File: src/rtl/lag_egress_filter.sv
module lag_egress_filter #(
  parameter int NPORTS  = 11,
  parameter int NGROUPS = 16
) (
  input  logic              clk,
  input  logic              rst_n,
  input  logic              mask_wr,
  input  logic              mask_hash,
  input  logic [15:0]       mask_wdata,
  input  logic              map_wr,
  input  logic [15:0]       map_wdata,
  input  logic [NPORTS-1:0] dest_vec,
  input  logic [2:0]        bucket,
  input  logic              grp_valid,
  input  logic [3:0]        grp_id,
  output logic [NPORTS-1:0] egress_vec
);
  localparam int NBKT = 8;
  localparam int GW   = $clog2(NGROUPS);

  logic [NPORTS-1:0] mask_q [NBKT];
  logic [NPORTS-1:0] map_q  [NGROUPS];

  wire [2:0]        wr_bkt  = mask_wdata[14:12];
  wire [GW-1:0]     wr_grp  = map_wdata[11 +: GW];
  wire [NPORTS-1:0] grp_vec = grp_valid ? map_q[grp_id[GW-1:0]] : '0;

  always_ff @(posedge clk or negedge rst_n) begin
    if (!rst_n) begin
      for (int b = 0; b < NBKT; b++) mask_q[b] <= '1;
    end else if (mask_wr && mask_hash) begin
      mask_q[wr_bkt] <= mask_wdata[NPORTS-1:0];
    end
  end

  always_ff @(posedge clk or negedge rst_n) begin
    if (!rst_n) begin
      for (int g = 0; g < NGROUPS; g++) map_q[g] <= '0;
    end else if (map_wr) begin
      map_q[wr_grp] <= map_wdata[NPORTS-1:0];
    end
  end

  assign egress_vec = (dest_vec | grp_vec) & mask_q[bucket];

  a_r2_mask_load: assert property (@(posedge clk) disable iff (!rst_n)
    (mask_wr && mask_hash) |=> mask_q[$past(wr_bkt)] == $past(mask_wdata[NPORTS-1:0]));

  a_r3_hashless_ignored: assert property (@(posedge clk) disable iff (!rst_n)
    (mask_wr && !mask_hash) |=> mask_q[$past(wr_bkt)] == $past(mask_q[wr_bkt]));

  a_r4_map_load: assert property (@(posedge clk) disable iff (!rst_n)
    map_wr |=> map_q[$past(wr_grp)] == $past(map_wdata[NPORTS-1:0]));

  a_r5_within_targets: assert property (@(posedge clk) disable iff (!rst_n)
    grp_valid |-> (egress_vec & ~(dest_vec | map_q[grp_id[GW-1:0]])) == '0);

  a_r6_no_group_subset: assert property (@(posedge clk) disable iff (!rst_n)
    !grp_valid |-> (egress_vec & ~dest_vec) == '0);

endmodule

File: config.mk
export PLATFORM = sky130hd
export DESIGN_NAME = lag_egress_filter
export DESIGN_NICKNAME = d
export VERILOG_FILES = /design/src/rtl/lag_egress_filter.sv
export SDC_FILE = /design/constraint.sdc
export NUM_CORES = 1
export LEC_CHECK = 0
export BUFFER_PORTS_ARGS = -buffer_cell sky130_fd_sc_hd__buf_2
export CAP_MARGIN = 15
export CORE_MARGIN = 2
export CORE_UTILIZATION = 40
export CTS_CLUSTER_DIAMETER = 50
export DETAILED_ROUTE_END_ITERATION = 16
export PLACE_DENSITY = 0.61
export SYNTH_ARGS = -nofsm -noshare
export SYNTH_HDL_FRONTEND = slang
export SYNTH_SLANG_ARGS = --single-unit
File: constraint.sdc
create_clock -name clk -period 2.14 [get_ports clk]
set_clock_uncertainty 0.05 [all_clocks]
set_input_delay 0.321 -clock clk [delete_from_list [all_inputs] [get_ports clk]]
set_output_delay 0.321 -clock clk [all_outputs]
set_load 0.05 [all_outputs]
==> results.md, run 1 <==
* Non-Filler Instances at 1294
* # IOs at 67
* Post-Synthesis Cells at 769
* CTS max path bufs at 3
* Synth Cell Area at 12400 sq um
* CTS tree: yes
* Clock network power share at 38.0%
* Later-pin clock latency in the skew report at 0.50 ns
* Placed cells at 1226
* Gr usage total at 19.1%
* Fillers at 2609
* FF+latch count, synth at 264
* Fin crit share at 116%
* Pleak at 6.20 nW
* Syn Area/Cell at 16.1 sq um
* Proportion of layout cells with a drive suffix above 1 at 70.9%
* Aggregate routed wire length at 30200 microns
* Failing checks: negative setup slack
* Post-synth ARST share at 100%
* Cts bufs inserted at 34
* 1st-iter DRT viols at 433
* Layout Area Growth over Synthesis at 21.4%
* Vias per inst at 5.50
* Setup TNS Final at -3.47 ns
* Logic pwr share at 18.5%
* DRC at 0
* YS warnings at 0
* Core footprint at 30500 sq um
* Tot Pwr at 16.1 mW
* Initial antenna violation count at 2
* Worst vdd ir at 0.460 mV
* Nets at 927
* Seq. cell area at 6720 sq um
* CTS Root Cell: clkbuf_16
* Pre-CTS setup slack at -0.322 ns
* Setup Crit Path Kind: flip-flop to primary output
* RSZ-0062 raised after global routing: true
* Via Count at 7113
* Outcome: complete, but fails checks
* Max Fanout on Critical Path at 2
* Final setup viols at 11
* Final slew viol count at 0
* Slew HR at 62.4%
* Drt pass-1 iters at 4
* Most numerous cell in the Yosys netlist: mux2_2
* Total grt overflow at 0
* Die H at 180 microns
* Sequential area share after synthesis at 54.3%
* CTS sink count at 264
* Initial core utilization at 40.6%
* Global-route wire length before repair at 47100 microns
* Fin crit period at 2.49 ns
* Hpwl dp at 19400 microns
* Vias in the first global route at 7619
* Main flop type after synthesis: dfrtp_1
* PwrDens at 1070 nW/um^2
* Final Hold Fails at 0
* Multi-input gate area at 5570 sq um
* Routed len/inst at 23.4 microns
* Reg power frac at 43.5%
* Top cell types by occurrence after synthesis: mux2_2, dfrtp_1, dfstp_2
* Synth area leader: dfrtp_1
* I/O Buffers at 63
* H-Tree Depth at 2
* Net Sw Frac at 24.0%
* Critical path required time at 1.77 ns
* Top cells by area, synth: dfrtp_1, mux2_2, dfstp_2
* Worst-path clk slew at 0.05 ns
* CP Capture Type: primary output
* Worst-margin pin slew at 0.564 ns
* FMAX at 401 MHz
* Yosys top cell area share at 35.6%
* Post-synth EDFFs at 0
* Die Wd at 180 microns
* Die ar. at 32400 sq um
* Final ANT Viol Nets at 0
* Post-Syn Nets at 825
* Pint at 12.2 mW
* Gp weighted congestion at 0.707
* # rows at 64
* Net Sw Power at 3.87 mW
* Min setup slack post-route at -0.353 ns
* Distinct cells, synth at 25
* Arrival time of the worst setup path at 2.12 ns
* Critical Path Start Type: flip-flop
* Largest net degree at the start of global routing at 79
* Max-cap violations at 0
* Min-Delay Path Class: primary input to flip-flop
-- sequential cells by signal, summed over array words and instances (netlist names) --
name,cells
map_q,176
mask_q,88
-- path summary, 6_finish.rpt --
kind | start | slack (ns) | depth (start not counted) | end
max | map_q[139] | -0.35 | 5 | egress_vec[7]
min | mask_wdata[10] | 0.10 | 2 | mask_q[87]
max reg2reg | map_q[137] | 1.20 | 2 | map_q[137]
min reg2reg | map_q[81] | 0.45 | 1 | map_q[81]
max in group asynchronous | rst_n | 1.17 | 3 | mask_q[84]
min in group asynchronous | rst_n | 0.19 | 2 | map_q[68]
-- cell type report --
class	count	share of cell area (%)
diodes	1	0.0167
clock inverters	10	1.22
well taps	396	3.30
clock buffers	52	6.94
flip-flops and latches	264	44.7
multi-input cells	446	37.1
repair buffers	125	6.74
-- power by group through the flow --
stage	sequential (mW)	combinational [mW]	clock, mW
after floorplan	6.84	2.12	0
after global placement	7.02	2.73	0
after detailed placement	7.05	2.79	0
after CTS	7.01	3.00	6.25
after global routing	7.15	3.20	6.49
final	7.00	2.98	6.11
-- logic make-up (layout without fill, tap and decap cells) --
| family | after synthesis | after routing | share of synthesized area [%] |
|---|---|---|---|
| simple gates | 83 | 83 | 4.31 |
| mux | 341 | 341 | 37.6 |
| buf+inv | 59 | 187 | 2.38 |
| other cells | 0 | 1 | 0 |
| compound gates | 22 | 22 | 1.45 |
| flops | 264 | 264 | 54.3 |
-- placed cells by master (no fill, tap or decap) --
cell	Yosys	final
mux2_2	275	264
dfrtp_1	176	176
dfstp_2	88	88
mux4_2	47	66
buf_2	21	51
buf_4	2	49
clkbuf_16	0	37
or3_1	16	16
nor2_1	16	16
nand2b_1	15	13
buf_12	0	12
mux2_4	0	11
nor3b_4	0	11
nor3_4	0	11
buf_6	5	11
o31ai_1	11	10
clkbuf_1	21	9
o221ai_1	11	7
clkbuf_8	0	6
nand3b_1	5	5
bufinv_16	0	5
o221ai_2	0	4
nand2_1	3	3
nand2b_4	0	2
nand3_1	2	2
clkinvlp_4	0	2
clkinv_2	0	2
diode_2	0	1
or2_2	1	1
or2b_1	1	1
o31ai_2	0	1
nor3b_1	1	1
and3_1	1	1
clkinv_4	0	1
dlygate4sd3_1	0	1
buf_8	0	1
-- metal layers --
metal	vias to the layer above	part of all wire, %	GRT usage [%]
met5	-	0.033	0
met4	2	1.7	5.04
met3	44	4.4	3.48
met2	129	47	29.9
met1	3833	47	27.6
li1	3105	-	-
-- stage by stage --
step                hold WS [ns]  area (sq um)  util (%)
floorplan                -0.0246         12500         -
global placement           0.111         13600      44.6
detailed placement         0.112         13600      44.6
CTS                       0.0850         15000      49.2
global route               0.104         15000      49.2
finish                     0.105         15000      49.3
-- repair_timing --
item / in CTS / in global routing
hold buffers: 1 / 0
pin swaps: 22 / 11
buffers inserted: 4 / 1
resized for setup: 66 / 3
hold endpoints to repair: 188 / 0
setup endpoints to repair: 11 / 11
-- critical path, cell delays in order, from the launching register on --
cell	delay (ns)
dfrtp_1	0.40
mux4_2	0.47
mux2_4	0.33
nor3b_4	0.21
nor3_4	0.05
buf_6	0.16
Note: power is estimated with default switching activity, not from simulation.
==> run 2: changes to the inputs <==
BUFFER_PORTS_ARGS = -buffer_cell sky130_fd_sc_hd__clkbuf_2   (was -buffer_cell sky130_fd_sc_hd__buf_2)
==> run 2 against run 1 <==
The run still ends with negative setup slack left; worst setup slack worse by 0.0036 ns; maximum frequency is 0.15% lower; clock power hardly changed; utilization is 0.61 points higher; via count is 1.9% higher; die area stayed put; power is 0.44% higher; combinational power is 2% higher; flip-flop and latch count stayed put; global-route usage is 0.29 points higher; critical endpoint is now egress_vec[8]; largest power group unchanged.
==> results.md, run 2 (synthesis results as in run 1) <==
* Outcome: complete, but fails checks
* Failing checks: negative setup slack
* Most frequent cells in the layout: mux2_2, dfrtp_1, dfstp_2, mux4_2, buf_4
* Initial antenna violation count at 3 (+1)
* Die Wd at 180 microns (unchanged)
* Final Hold Fails at 0 (unchanged)
* Critical Path Start Type: flip-flop
* Die ar. at 32400 sq um (unchanged)
* Setup Crit Path Kind: flip-flop to primary output
* # rows at 64 (unchanged)
* Fin crit period at 2.50 ns (+0.00364 ns)
* Max-cap violations at 0 (unchanged)
* CP startpoint: map_q[52]
* Largest net degree at the start of global routing at 54 (-32%)
* Worst-margin pin slew at 0.764 ns (+0.200 ns)
* Crit-path max cell delay at 0.48 ns (about the same)
* Largest reg by FF count: map_q
* Layout Area Growth over Synthesis at 22.9%
* RR Startpoint: map_q[95]
* Drt pass-1 iters at 6 (+2)
* CTS Root Cell: clkbuf_16
* Nets at 937 (+1.1%)
* Vias per inst at 5.56 (+1.1%)
* Die H at 180 microns (unchanged)
* Later-pin clock latency in the skew report at 0.50 ns (about the same)
* Core footprint at 30500 sq um (unchanged)
* Commonest non-fill, non-tap cell in the layout: mux2_2
* CTS max path bufs at 3 (unchanged)
* Max Fanout on Critical Path at 2 (unchanged)
* Pre-CTS setup slack at -0.369 ns (-0.0473 ns)
* Worst-path cell chain: mux4_2, mux2_4, nor3b_4, nor3_4, buf_8
* H-Tree Depth at 2 (unchanged)
* CTS tree: yes
* Gr usage total at 19.4% (+0.29 points)
* Non-Filler Instances at 1305 (+0.85%)
* 1st-iter DRT viols at 467 (+7.9%)
* Hpwl dp at 20000 microns (+2.9%)
* Util after Layout at 49.9% (+0.61 points)
* CTS sink count at 264 (unchanged)
* Arrival time of the worst setup path at 2.13 ns (about the same)
* Reg2Reg Setup Slack at 1.20 ns (about the same)
* Final slew viol count at 0 (unchanged)
* Min setup slack post-route at -0.356 ns (-0.00364 ns)
* CP Capture Type: primary output
* Global-route wire length before repair at 48100 microns (+2.0%)
* Critical path required time at 1.77 ns (about the same)
* HP Start: mask_wdata[9]
* Fillers at 2608 (-0.038%)
* Slew HR at 49.0% (-13 points)
* Pleak at 6.29 nW (+1.5%)
* Worst-path clk slew at 0.06 ns (about the same)
* Placed cells at 1237 (+0.90%)
* Via Count at 7251 (+1.9%)
* Proportion of layout cells with a drive suffix above 1 at 71.8% (+0.87 points)
* DRC at 0 (unchanged)
* Cts bufs inserted at 34 (unchanged)
* RSZ-0062 raised after global routing: true
* Top Registers: map_q (176), mask_q (88)
* I/O Buffers at 63 (unchanged)
* Aggregate routed wire length at 30800 microns (+1.7%)
* Initial core utilization at 40.6% (unchanged)
* Final setup viols at 11 (unchanged)
* Min-Delay Path Class: primary input to flip-flop
* FMAX at 401 MHz (-0.15%)
* Final ANT Viol Nets at 0 (unchanged)
* Total grt overflow at 0 (unchanged)
* Gp weighted congestion at 0.736 (+4.1%)
* Fin crit share at 117% (+0.17 points)
* Routed len/inst at 23.6 microns (+0.87%)
* PwrDens at 1060 nW/um^2 (-0.79%)
* # IOs at 67 (unchanged)
* Max reg flops at 176 (unchanged)
* Crit-path slowest cell: mux4_2
* Vias in the first global route at 7748 (+1.7%)
* Worst vdd ir at 0.500 mV (+8.8%)
==> run 2: worst max-delay path: cells and delay by family (launching register included) <==
family	cells	cell delay [ns]
buf+inv	1	0.16
mux	2	0.78
simple gates	2	0.27
flops	1	0.40
==> run 2: power by group <==
part | switching (mW) | internal (mW) | total, mW
sequential | 0.566 | 6.43 | 7.00
combinational | 1.18 | 1.87 | 3.05
clock | 2.22 | 3.89 | 6.11
==> run 2: path summary, 6_finish.rpt <==
check,endpoint,cells after the start
max in group asynchronous,mask_q[48],3
max,egress_vec[8],5
min in group asynchronous,map_q[101],2
max reg2reg,map_q[95],2
min,mask_q[20],2
min reg2reg,map_q[82],1
==> run 2: per-stage QoR <==
| stage | hold slack [ns] | TNS [ns] | cell area, sq um | total power, mW |
|---|---|---|---|---|
| after floorplan | -0.0246 | -0.424 | 12500 | 8.96 |
| after global placement | 0.234 | -3.13 | 13800 | 9.81 |
| after detailed placement | 0.233 | -3.37 | 13800 | 9.91 |
| after CTS | 0.0945 | -4.21 | 15200 | 16.3 |
| after global routing | 0.111 | -4.33 | 15200 | 16.9 |
| final | 0.109 | -3.63 | 15200 | 16.2 |
==> run 2: what timing repair did <==
item	CTS	global route
cloned	0	0
pin swaps	22	15
endpoints found under the setup margin	11	11
buffers inserted	1	2
gates resized for setup	62	12
hold buffers	1	0
hold endpoints to repair	9	0
==> run 2: cell type report <==
type	instances	area, sq um	area share [%]
Clock buffer	46	1030	6.79
Timing Repair Buffer	135	1190	7.81
Antenna cell	2	5.00	0.0329
Tap cell	396	495	3.26
Clock inverter	16	203	1.33
Sequential cell	264	6720	44.1
Multi-Input combinational cell	446	5570	36.6
==> run 2: metal layers <==
metal,GRT usage (%),vias to the layer above,wire (microns)
met4,6.28,2,917
met2,30.1,124,14300
met1,27.7,3931,14300
li1,-,3142,-
met3,3.73,52,1220
met5,0,-,8
